==> config.mk <==
export PLATFORM = sky130hd
export DESIGN_NAME = mmu_pager
export DESIGN_NICKNAME = d
export VERILOG_FILES = /design/src/rtl/mmu_pkg.sv /design/src/rtl/mmu_bank_file.sv /design/src/rtl/mmu_window_xlate.sv /design/src/rtl/mmu_page_xlate.sv /design/src/rtl/mmu_pager.sv
export SDC_FILE = /design/constraint.sdc
export NUM_CORES = 1
export LEC_CHECK = 0
export ABC_AREA = 1
export BUFFER_PORTS_ARGS = -buffer_cell sky130_fd_sc_hd__buf_2
export CORE_UTILIZATION = 45
export CTS_BUF_LIST = sky130_fd_sc_hd__clkbuf_16
export CTS_CLUSTER_DIAMETER = 200
export DETAILED_ROUTE_END_ITERATION = 12
export PLACE_DENSITY = 0.56
export SLEW_MARGIN = 5
export SYNTH_ARGS = -nofsm -noshare
export SYNTH_HDL_FRONTEND = slang
export SYNTH_SLANG_ARGS = --single-unit
==> constraint.sdc <==
create_clock -name clk -period 5.66 [get_ports clk]
set_input_delay 1.132 -clock clk [delete_from_list [all_inputs] [get_ports clk]]
set_output_delay 1.132 -clock clk [all_outputs]
set_load 0.01 [all_outputs]
==> src/rtl/mmu_pkg.sv <==
package mmu_pkg;

    localparam int PHYS_W = 18;

    typedef enum logic [2:0] {
        RGN_FIXED   = 3'd0,
        RGN_WINDOW  = 3'd1,
        RGN_BANKRAM = 3'd2,
        RGN_XRAM    = 3'd3,
        RGN_SHADOW  = 3'd4,
        RGN_ZERO    = 3'd5,
        RGN_NULL    = 3'd7
    } region_e;

    typedef struct packed {
        region_e             region;
        logic [PHYS_W-1:0]   phys;
    } xlate_t;

endpackage

==> src/rtl/mmu_bank_file.sv <==
module mmu_bank_file #(
    parameter int SEG_COUNT = 8,
    parameter int BANK_W    = 8,
    parameter int IDX_W     = $clog2(SEG_COUNT) + 4
) (
    input  logic              clk,
    input  logic              rst_n,
    input  logic              wr_en,
    input  logic [IDX_W-1:0]  wr_idx,
    input  logic [BANK_W-1:0] wr_data,
    input  logic [IDX_W-1:0]  rd_idx,
    output logic [BANK_W-1:0] rd_data
);
    localparam int ENTRIES = SEG_COUNT * 16;

    logic [BANK_W-1:0] bank_d [ENTRIES];
    logic [BANK_W-1:0] bank_q [ENTRIES];

    // next-state: a single entry is replaced on a write
    always_comb begin
        for (int i = 0; i < ENTRIES; i++) begin
            bank_d[i] = bank_q[i];
        end
        if (wr_en && (int'(wr_idx) < ENTRIES)) begin
            bank_d[wr_idx] = wr_data;
        end
    end

    always_ff @(posedge clk or negedge rst_n) begin
        if (!rst_n) begin
            for (int i = 0; i < ENTRIES; i++) begin
                bank_q[i] <= BANK_W'(8'h30 + (i % 16));
            end
        end else begin
            for (int i = 0; i < ENTRIES; i++) begin
                bank_q[i] <= bank_d[i];
            end
        end
    end

    always_comb begin
        rd_data = '1;
        if (int'(rd_idx) < ENTRIES) begin
            rd_data = bank_q[rd_idx];
        end
    end

endmodule

==> src/rtl/mmu_window_xlate.sv <==
module mmu_window_xlate #(
    parameter int ADDR_W = 16,
    parameter int BASE_W = 8
) (
    input  logic              win_en,
    input  logic [BASE_W-1:0] win_base,
    input  logic [ADDR_W-1:0] addr,
    output logic              hit,
    output logic [ADDR_W-1:0] offset
);
    // window covers the last 1 KB below the half-way point
    localparam int                HI_W   = ADDR_W - 10;
    localparam logic [HI_W-1:0]   WIN_HI = HI_W'(((1 << (ADDR_W - 1)) >> 10) - 1);

    always_comb begin
        hit    = win_en && (addr[ADDR_W-1:10] == WIN_HI);
        offset = addr + ADDR_W'({win_base, 8'h00});
    end

endmodule

==> src/rtl/mmu_page_xlate.sv <==
module mmu_page_xlate
    import mmu_pkg::*;
#(
    parameter int BANK_W         = 8,
    parameter int PAGE_CNT_W     = 4,
    parameter int MAX_XRAM_PAGES = 3
) (
    input  logic [BANK_W-1:0]     bank,
    input  logic [11:0]           offset,
    input  logic                  xram_present,
    input  logic [PAGE_CNT_W-1:0] xram_pages,
    input  logic                  rom_sel,
    output xlate_t                result
);
    localparam logic [PAGE_CNT_W-1:0] PAGE_MAX   = PAGE_CNT_W'(MAX_XRAM_PAGES);
    localparam logic [PHYS_W-1:0]     PHYS_MASK  = '1;

    logic [PAGE_CNT_W-1:0] pages_eff;
    logic [BANK_W-5:0]     bank_hi;
    logic                  fold_fixed;
    logic                  top_bank;
    logic                  in_hole;

    always_comb begin
        pages_eff  = (xram_pages > PAGE_MAX) ? PAGE_MAX : xram_pages;
        bank_hi    = bank[BANK_W-1:4];
        fold_fixed = (bank >= BANK_W'(8'h30)) && (bank <= BANK_W'(8'h3E));
        top_bank   = (bank == BANK_W'(8'h3F));
        in_hole    = (offset >= 12'hC00) && (offset <= 12'hDFF);

        result.region = RGN_NULL;
        result.phys   = '0;

        if (fold_fixed) begin
            result.region = RGN_FIXED;
            result.phys   = PHYS_W'({bank[3:0], offset});
        end else if (top_bank) begin
            if (!in_hole) begin
                result.region = RGN_FIXED;
                result.phys   = PHYS_W'({4'hF, offset});
            end else if (rom_sel) begin
                result.region = RGN_ZERO;
            end else begin
                result.region = RGN_SHADOW;
                result.phys   = PHYS_W'(offset[8:0]);
            end
        end else if (xram_present) begin
            if (32'(bank_hi) < 32'(pages_eff)) begin
                result.region = RGN_XRAM;
                result.phys   = PHYS_W'(({bank, 12'h000} & (BANK_W+12)'(PHYS_MASK))
                                        | (BANK_W+12)'(offset));
            end
        end else if (bank < BANK_W'(8'h40)) begin
            result.region = RGN_BANKRAM;
            result.phys   = PHYS_W'({bank[5:0], offset});
        end
    end

endmodule

==> src/rtl/mmu_pager.sv <==
module mmu_pager
    import mmu_pkg::*;
#(
    parameter int SEG_COUNT      = 8,
    parameter int MAX_XRAM_PAGES = 3,
    parameter int PAGE_CNT_W     = 4,
    parameter int IDX_W          = $clog2(SEG_COUNT) + 4,
    parameter int SEG_W          = $clog2(SEG_COUNT)
) (
    input  logic                  clk,
    input  logic                  rst_n,
    input  logic                  cfg_wr_en,
    input  logic [IDX_W-1:0]      cfg_wr_idx,
    input  logic [7:0]            cfg_wr_data,
    input  logic                  win_en,
    input  logic [7:0]            win_base,
    input  logic                  map_en,
    input  logic [SEG_W-1:0]      seg_sel,
    input  logic                  rom_sel,
    input  logic                  xram_present,
    input  logic [PAGE_CNT_W-1:0] xram_pages,
    input  logic [15:0]           cpu_addr,
    output logic [2:0]            region_o,
    output logic [PHYS_W-1:0]     phys_o,
    output logic                  fall_thru_o
);
    localparam logic [15:0] PAGE_LIMIT = 16'hFC00;

    logic [IDX_W-1:0] rd_idx;
    logic [7:0]       bank;
    logic             win_hit;
    logic [15:0]      win_off;
    xlate_t           page_res;
    xlate_t           final_res;

    assign rd_idx = {seg_sel, cpu_addr[15:12]};

    mmu_bank_file #(
        .SEG_COUNT (SEG_COUNT),
        .BANK_W    (8),
        .IDX_W     (IDX_W)
    ) u_bank_file (
        .clk     (clk),
        .rst_n   (rst_n),
        .wr_en   (cfg_wr_en),
        .wr_idx  (cfg_wr_idx),
        .wr_data (cfg_wr_data),
        .rd_idx  (rd_idx),
        .rd_data (bank)
    );

    mmu_window_xlate #(
        .ADDR_W (16),
        .BASE_W (8)
    ) u_window (
        .win_en   (win_en),
        .win_base (win_base),
        .addr     (cpu_addr),
        .hit      (win_hit),
        .offset   (win_off)
    );

    mmu_page_xlate #(
        .BANK_W         (8),
        .PAGE_CNT_W     (PAGE_CNT_W),
        .MAX_XRAM_PAGES (MAX_XRAM_PAGES)
    ) u_page (
        .bank         (bank),
        .offset       (cpu_addr[11:0]),
        .xram_present (xram_present),
        .xram_pages   (xram_pages),
        .rom_sel      (rom_sel),
        .result       (page_res)
    );

    // priority: window, then pages, then fixed map
    always_comb begin
        if (win_hit) begin
            final_res.region = RGN_WINDOW;
            final_res.phys   = PHYS_W'(win_off);
        end else if (map_en && (cpu_addr < PAGE_LIMIT)) begin
            final_res = page_res;
        end else begin
            final_res.region = RGN_FIXED;
            final_res.phys   = PHYS_W'(cpu_addr);
        end
    end

    assign region_o    = final_res.region;
    assign phys_o      = final_res.phys;
    assign fall_thru_o = (final_res.region == RGN_FIXED);

endmodule

; ---- Word-level counts from Yosys, hierarchy flattened
; Cells that the tools add are included.
[totals]
register_bits = 1024
in_bits = 53
output_inout_bits = 22
[op_classes]
n_addsub = 1
magnitude_cmp = 11
eq_ne = 2
n_mux = 17
bitwise = 3
reduce_logical = 6
[op_table]
columns = operator, n
row1 = 1024-bit bitwise mux, 1
row2 = 21-bit two-way mux, 8
row3 = 8-bit binary-select mux with 7-bit select, 1
row4 = 8-bit demux with 7-bit select, 1
row5 = 8-bit two-way mux, 3
row6 = 18-bit by 12-bit OR with 18-bit output, 1
row7 = 16-bit adder, 1
row8 = 8-bit greater-or-equal comparator (second input constant), 2
row9 = 16-bit less-than comparator (second input constant), 1
row10 = 7-bit NOT with 8-bit output, 2
row11 = 12-bit greater-or-equal comparator (second input constant), 1
row12 = 12-bit less-or-equal comparator (second input constant), 1
row13 = 9-bit two-way mux, 1
row14 = 8-bit by 6-bit == test with 1-bit output (second input constant), 1
row15 = 8-bit by 6-bit greater-or-equal comparator with 1-bit output (second input constant), 1
row16 = 8-bit by 6-bit less-or-equal comparator with 1-bit output (second input constant), 1
row17 = 8-bit by 1-bit less-than comparator with 1-bit output (second input constant), 1
row18 = 8-bit by 7-bit less-than comparator with 1-bit output (second input constant), 1
row19 = 6-bit by 5-bit == test with 1-bit output (second input constant), 1
row20 = 1-bit logical AND, 5
row21 = 4-bit by 2-bit > comparator with 1-bit output (second input constant), 1
row22 = 4-bit less-than comparator, 1
row23 = 4-bit two-way mux, 1
row24 = 3-bit logical NOT, 1
row25 = 1-bit two-way mux, 1

; ---- Depth between registers and ports, before layout
[logic_depth]
depth_word = 12
ltp_mapped = 26
mapped_depth_nobuf = 23

; ---- Modules after synthesis
; Synthesis repeated with hierarchy kept, for this count alone.
[hier_totals]
cells_unflattened = 6133
hier_area_um2 = 48929.4
[by_module_without_submodules]
columns = module, instances, cells_each, area_each_um2, seq_area_each_um2
row1 = mmu_bank_file, 1, 5855, 47535.6, 26265.2
row2 = mmu_pager, 1, 133, 598.1, 0.0
row3 = mmu_window_xlate, 1, 72, 454.2, 0.0
row4 = mmu_page_xlate, 1, 73, 341.6, 0.0

; ---- Least setup slack after synthesis
; Ideal clock, no wire load.
[synth_path]
kind = input-to-output
start = input port cpu_addr[15]
end = output port fall_thru_o
arrival_ps = 3294
required_ps = 4528
setup_slack_ps = 1234
stages = 19
n_path_buf = 2
path_cell_list = buf_2 > nor2_2 > clkbuf_1 > nand3_1 > nand2_1 > nor2_1 > nand2_1 > nand3_1 > nand3_1 > nand2_2 > inv_1 > ha_1 > a211oi_1 > nand2_1 > nand2_1 > nand2_1 > nand2_2 > inv_2 > nor2_1
[synth_between]
elab_chain_cells = 12
[synth_rtl]
columns = item, line
row1 = start: declaration, mmu_pager.sv:22  ; input logic [15:0] cpu_addr,
row2 = 7-bit NOT with 8-bit output (not written as such), mmu_bank_file.sv:44  ; rd_data = bank_q[rd_idx];
row3 = 8-bit binary-select mux with 7-bit select, mmu_bank_file.sv:44
row4 = 8-bit two-way mux (not written as such) (2 in a row), mmu_bank_file.sv:44
row5 = 8-bit by 7-bit less-than comparator with 1-bit output or 4-bit less-than comparator (tied branches), "mmu_page_xlate.sv:53, mmu_page_xlate.sv:48"
row6 = "21-bit two-way mux, on equally long branches", "mmu_page_xlate.sv:53, mmu_page_xlate.sv:48"
row7 = 21-bit two-way mux, mmu_page_xlate.sv:47  ; end else if (xram_present) begin
row8 = 21-bit two-way mux, mmu_page_xlate.sv:37  ; end else if (top_bank) begin
row9 = 21-bit two-way mux, mmu_page_xlate.sv:34  ; if (fold_fixed) begin
row10 = 21-bit two-way mux, mmu_pager.sv:81  ; end else if (map_en && (cpu_addr < PAGE_LIMIT)) begin
row11 = 21-bit two-way mux *, mmu_pager.sv:78  ; if (win_hit) begin
row12 = 3-bit logical NOT *, mmu_pager.sv:91  ; assign fall_thru_o = (final_res.region == RGN_FIXED);
row13 = end: declaration, mmu_pager.sv:25  ; output logic fall_thru_o
; Mark *: on every way between the ends. The rest lies on a longest branch, timed or not. The select of a mux whose other input is x is not followed.

; ---- Worst setup path after layout
[layout_path]
start = input port cpu_addr[12]
end = output port phys_o[10]
[layout_between]
elab_chain_cells = 11
[layout_rtl]
columns = item, line
row1 = 7-bit NOT with 8-bit output (not written as such), mmu_bank_file.sv:44
row2 = 8-bit binary-select mux with 7-bit select, mmu_bank_file.sv:44
row3 = 8-bit two-way mux (not written as such) (2 in a row), mmu_bank_file.sv:44
row4 = 8-bit by 7-bit less-than comparator with 1-bit output or 4-bit less-than comparator (tied branches), "mmu_page_xlate.sv:53, mmu_page_xlate.sv:48"
row5 = "21-bit two-way mux, on equally long branches", "mmu_page_xlate.sv:53, mmu_page_xlate.sv:48"
row6 = 21-bit two-way mux, mmu_page_xlate.sv:47
row7 = 21-bit two-way mux, mmu_page_xlate.sv:37
row8 = 21-bit two-way mux, mmu_page_xlate.sv:34
row9 = 21-bit two-way mux, mmu_pager.sv:81
row10 = 21-bit two-way mux *, mmu_pager.sv:78
row11 = end: declaration, mmu_pager.sv:24  ; output logic [PHYS_W-1:0] phys_o,
; Marks and branches as above.

==> flow_metrics.env <==
export IMPL_gr_max_usage_layer="met2"
export IMPL_synth_edff_count=0
export IMPL_grt_use_met2_pct=45.9
export IMPL_largest_register_ffs=1024
export IMPL_grt_use_met1_pct=42.5
export IMPL_synthTopCellsByCount="sky130_fd_sc_hd__nand2_1 (2385), sky130_fd_sc_hd__o21ai_0 (1133), sky130_fd_sc_hd__dfrtp_1 (512), sky130_fd_sc_hd__dfstp_2 (512), sky130_fd_sc_hd__inv_1 (437)"
export IMPL_floorplan_io_pins=75
export IMPL_dr_total_vias=42900
export IMPL_totalWireLength_um=165000
export IMPL_post_cts_setup_buffer_count=0
export IMPL_synth_ff_latch_count=1024
export IMPL_routability_congestion_estimate_from_global_placement=0.886
export IMPL_largest_net_degree_at_the_start_of_global_routing=129
export IMPL_placement_io_buffers=74
export IMPL_rsz0062_at_grt="no"
export IMPL_crit_chain="buf_12 > inv_16 > buf_4 > nand2_1 > nand3_1 > nand2_1 > nand2_1 > nand2_1 > nor2_1 > nand2_1 > nand3_1 > nand3_1 > nand2_2 > inv_1 > ha_1 > a211oi_2 > nand2_1 > nand2_1 > nand2_1 > nand2_4 > nand2_1 > nand2_1 > buf_2"
export IMPL_report_power_total_uw=18300
export IMPL_drt_iter0_markers=4434
export IMPL_overflow_left_after_global_routing=0
export IMPL_postLayoutSetupSlackWorst_ns=0.180
export IMPL_yosys_top_cells_area="sky130_fd_sc_hd__dfstp_2 (27%), sky130_fd_sc_hd__dfrtp_1 (26%), sky130_fd_sc_hd__nand2_1 (18%), sky130_fd_sc_hd__o21ai_0 (11%), sky130_fd_sc_hd__nand3_1 (3.6%)"
export IMPL_biggestRegsByFlops="u_bank_file.bank_q: 1024 flops"
export IMPL_synth_area_sq_um=49800
export IMPL_clock_sinks=1024
export IMPL_min_path_type="input port to asynchronous set/reset pin"
export IMPL_die_width_um=335
export IMPL_setup_worst_path_class="input port to output port"
export IMPL_grt_pass1_vias=40300
export IMPL_antenna_found_initial=3
export IMPL_dominantRegCellSynth="sky130_fd_sc_hd__dfstp_2"
export IMPL_cts_made_buffers=113
export IMPL_cp_slowest_cell="sky130_fd_sc_hd__buf_4"
export IMPL_route_detailed_drc=0
export IMPL_cap_viol_max_count=0
export IMPL_crit_buf_inv=5
export IMPL_area_enclosed_by_the_die_boundary_sq_um=112000
export IMPL_cts_tree="done"
export IMPL_placement_rows=121
export IMPL_ys_types=40
export IMPL_cts_reportedPaths_clkPinSlew_ns=0.06
export IMPL_drive_gt1_share_pct=14.7
export IMPL_postCtsHoldBufs=0
export IMPL_critPathMaxFanout=53
export IMPL_die_height_um=335
export IMPL_grt_usage_pct=29.5
export IMPL_nets=6480
export IMPL_place_detailed_hpwl_um=104000
export IMPL_cp_required_ns=4.53
export IMPL_fmax_mhz=182
export IMPL_crit_reg2reg_launch="u_bank_file.bank_q[827]"
export IMPL_cts_root_buffer="sky130_fd_sc_hd__clkbuf_16"
export IMPL_gr_usage_met3_pct=4.45
export IMPL_fin_crit_ns=5.48
export IMPL_synthesis_yosys_warnings=0
export IMPL_layout_worst_path_cycle_share_pct=96.8
export IMPL_drv_slew=0
export IMPL_layout_area_overhead_vs_synth_pct=11.7
export IMPL_top_register="u_bank_file.bank_q"
export IMPL_filler_cell_count=10700
export IMPL_p_leak_uw=0.0249
export IMPL_yosysSeqAreaShare_pct=52.7
export IMPL_core_area_sq_um=109000
export IMPL_postSynthAreaPerCell_sq_um=7.65
export IMPL_worst_slew_margin_pct=24.5
export IMPL_ir_drop_mv=0.235
export IMPL_firstDrtPassIters=6
export IMPL_wl_per_cell_um=20.6
export IMPL_critical_path_top_delay_family="simple AND/OR/NAND/NOR gates"
export IMPL_clock_latency_ns=0.70
export IMPL_grt_first_pass_wirelength_um=253000
export IMPL_arrival_time_at_the_worst_endpoint_ns=4.35
export IMPL_cpMostUsedCell="sky130_fd_sc_hd__nand2_1"
export IMPL_result_of_the_run="complete, no violations"
export IMPL_cellPowerDensity_nw_per_um2=328
export IMPL_synth_async_reset_ratio_pct=100
export IMPL_post_cts_resized_instances=0
export IMPL_initial_core_util_pct=45.6
export IMPL_ctsLongestPathBuffers=3
export IMPL_worstMarginPinSlew_ns=1.13
export IMPL_cts_htree_levels=3
export IMPL_timing_critical_path_to_type="output port"
export IMPL_place_worst_setup_slack_ns=0.146
export IMPL_setup_worst_path_start="cpu_addr[12]"
export IMPL_yosysMostFrequentCell="sky130_fd_sc_hd__nand2_1"
export IMPL_synth_top_cell_area_share_pct=27.0
export IMPL_instance_count_of_the_mapped_netlist=6511
export IMPL_clock_skew_ns=0
export IMPL_setup_tns_final_ns=0
export IMPL_critical_path_startpoint_type="input port"
export IMPL_setup_reg_to_reg_worst_slack_ns=4.84
export IMPL_route_detailed_vias_per_inst=5.36
export IMPL_critical_path_max_stage_delay_ns=0.32
export IMPL_setup_violations_final=0
export IMPL_synth_area_leader_cell="sky130_fd_sc_hd__dfstp_2"
export IMPL_finalHoldViolations=0
export IMPL_ant_nets_after_route=0
cell usage in the layout (no fill, tap or decap), types with 3 or more instances in the layout:
master / count
sky130_fd_sc_hd__nor2_4: 4
sky130_fd_sc_hd__inv_4: 8
sky130_fd_sc_hd__a21oi_1: 169
sky130_fd_sc_hd__dfrtp_1: 512
sky130_fd_sc_hd__nand4_1: 3
sky130_fd_sc_hd__nand2_1: 2385
sky130_fd_sc_hd__nor4_2: 6
sky130_fd_sc_hd__o21ai_1: 30
sky130_fd_sc_hd__nor2_1: 428
sky130_fd_sc_hd__dfstp_2: 512
sky130_fd_sc_hd__o211ai_1: 12
sky130_fd_sc_hd__nor3_2: 5
sky130_fd_sc_hd__buf_12: 49
sky130_fd_sc_hd__nand2_2: 3
sky130_fd_sc_hd__nand3b_1: 5
sky130_fd_sc_hd__clkinv_1: 30
sky130_fd_sc_hd__clkinv_8: 3
sky130_fd_sc_hd__o22ai_1: 9
sky130_fd_sc_hd__clkinv_2: 27
sky130_fd_sc_hd__o21ai_0: 1133
sky130_fd_sc_hd__nor3_1: 13
sky130_fd_sc_hd__nand3_1: 355
sky130_fd_sc_hd__buf_2: 71
sky130_fd_sc_hd__inv_2: 5
sky130_fd_sc_hd__buf_4: 117
sky130_fd_sc_hd__diode_2: 5
sky130_fd_sc_hd__inv_1: 454
sky130_fd_sc_hd__bufinv_16: 16
sky130_fd_sc_hd__ha_1: 10
sky130_fd_sc_hd__clkbuf_16: 114
stage by stage:
stage               hold slack [ns]  std cells  instance area [sq um]  util, %
floorplan                     0.448       6512                  49800        -
global placement              0.462       7777                  51800     47.4
detailed placement            0.467       7777                  51800     47.4
CTS                           0.479       7992                  55600     50.8
global route                  0.479       7993                  55600     50.9
finish                        0.396       7997                  55600     50.9
worst paths after layout:
kind / to / cells past startpoint
max: phys_o[10] / 23
max in group asynchronous: u_bank_file.bank_q[920] / 2
min reg2reg: u_bank_file.bank_q[851] / 2
min in group clk: u_bank_file.bank_q[851] / 2
max reg2reg: u_bank_file.bank_q[827] / 2
min: u_bank_file.bank_q[433] / 1
final cells by class:
type                            instances  area [sq um]  area share, %
Clock buffer                          114          2850           5.13
Tap cell                             1476          1850           3.32
Clock inverter                        101           905           1.63
Sequential cell                      1024         26300           47.2
Antenna cell                            5          12.5         0.0225
Multi-Input combinational cell       4589         19800           35.5
Timing Repair Buffer                  239          2240           4.04
Inverter                              449          1730           3.11
worst register-to-register path, stage by stage, from the launching register on:
cell and delay, ns:
sky130_fd_sc_hd__dfstp_2 0.52, sky130_fd_sc_hd__inv_1 0.05, sky130_fd_sc_hd__o21ai_0 0.17
routing by layer:
metal | wire, um | part of all wire (%)
met5 | 0 | 0
met4 | 5070 | 3.1
met3 | 11000 | 6.7
met2 | 73800 | 45
met1 | 75100 | 46
cell families after synthesis:
kind of cell               after synthesis  share of synthesized area (%)
DFF                                   1024                           52.7
other                                    1                        0.00753
AOI/OAI and AO/OA                     1355                           13.7
xor gates and xnor gates                 3                         0.0528
adders and majority gates               11                          0.291
buffers and inverters                  899                           7.76
and+or+nand+nor                       3218                           25.4
report_power, final:
group / internal [uW] / total, uW / leakage (uW) / switching [uW]
logic: 705 / 2200 / 0.0109 / 1500
registers: 8200 / 8520 / 0.0121 / 323
clock network: 4380 / 7540 / 0.00194 / 3160
total: 13300 / 18300 / 0.0249 / 4980
(Power assumes the default switching activity.)
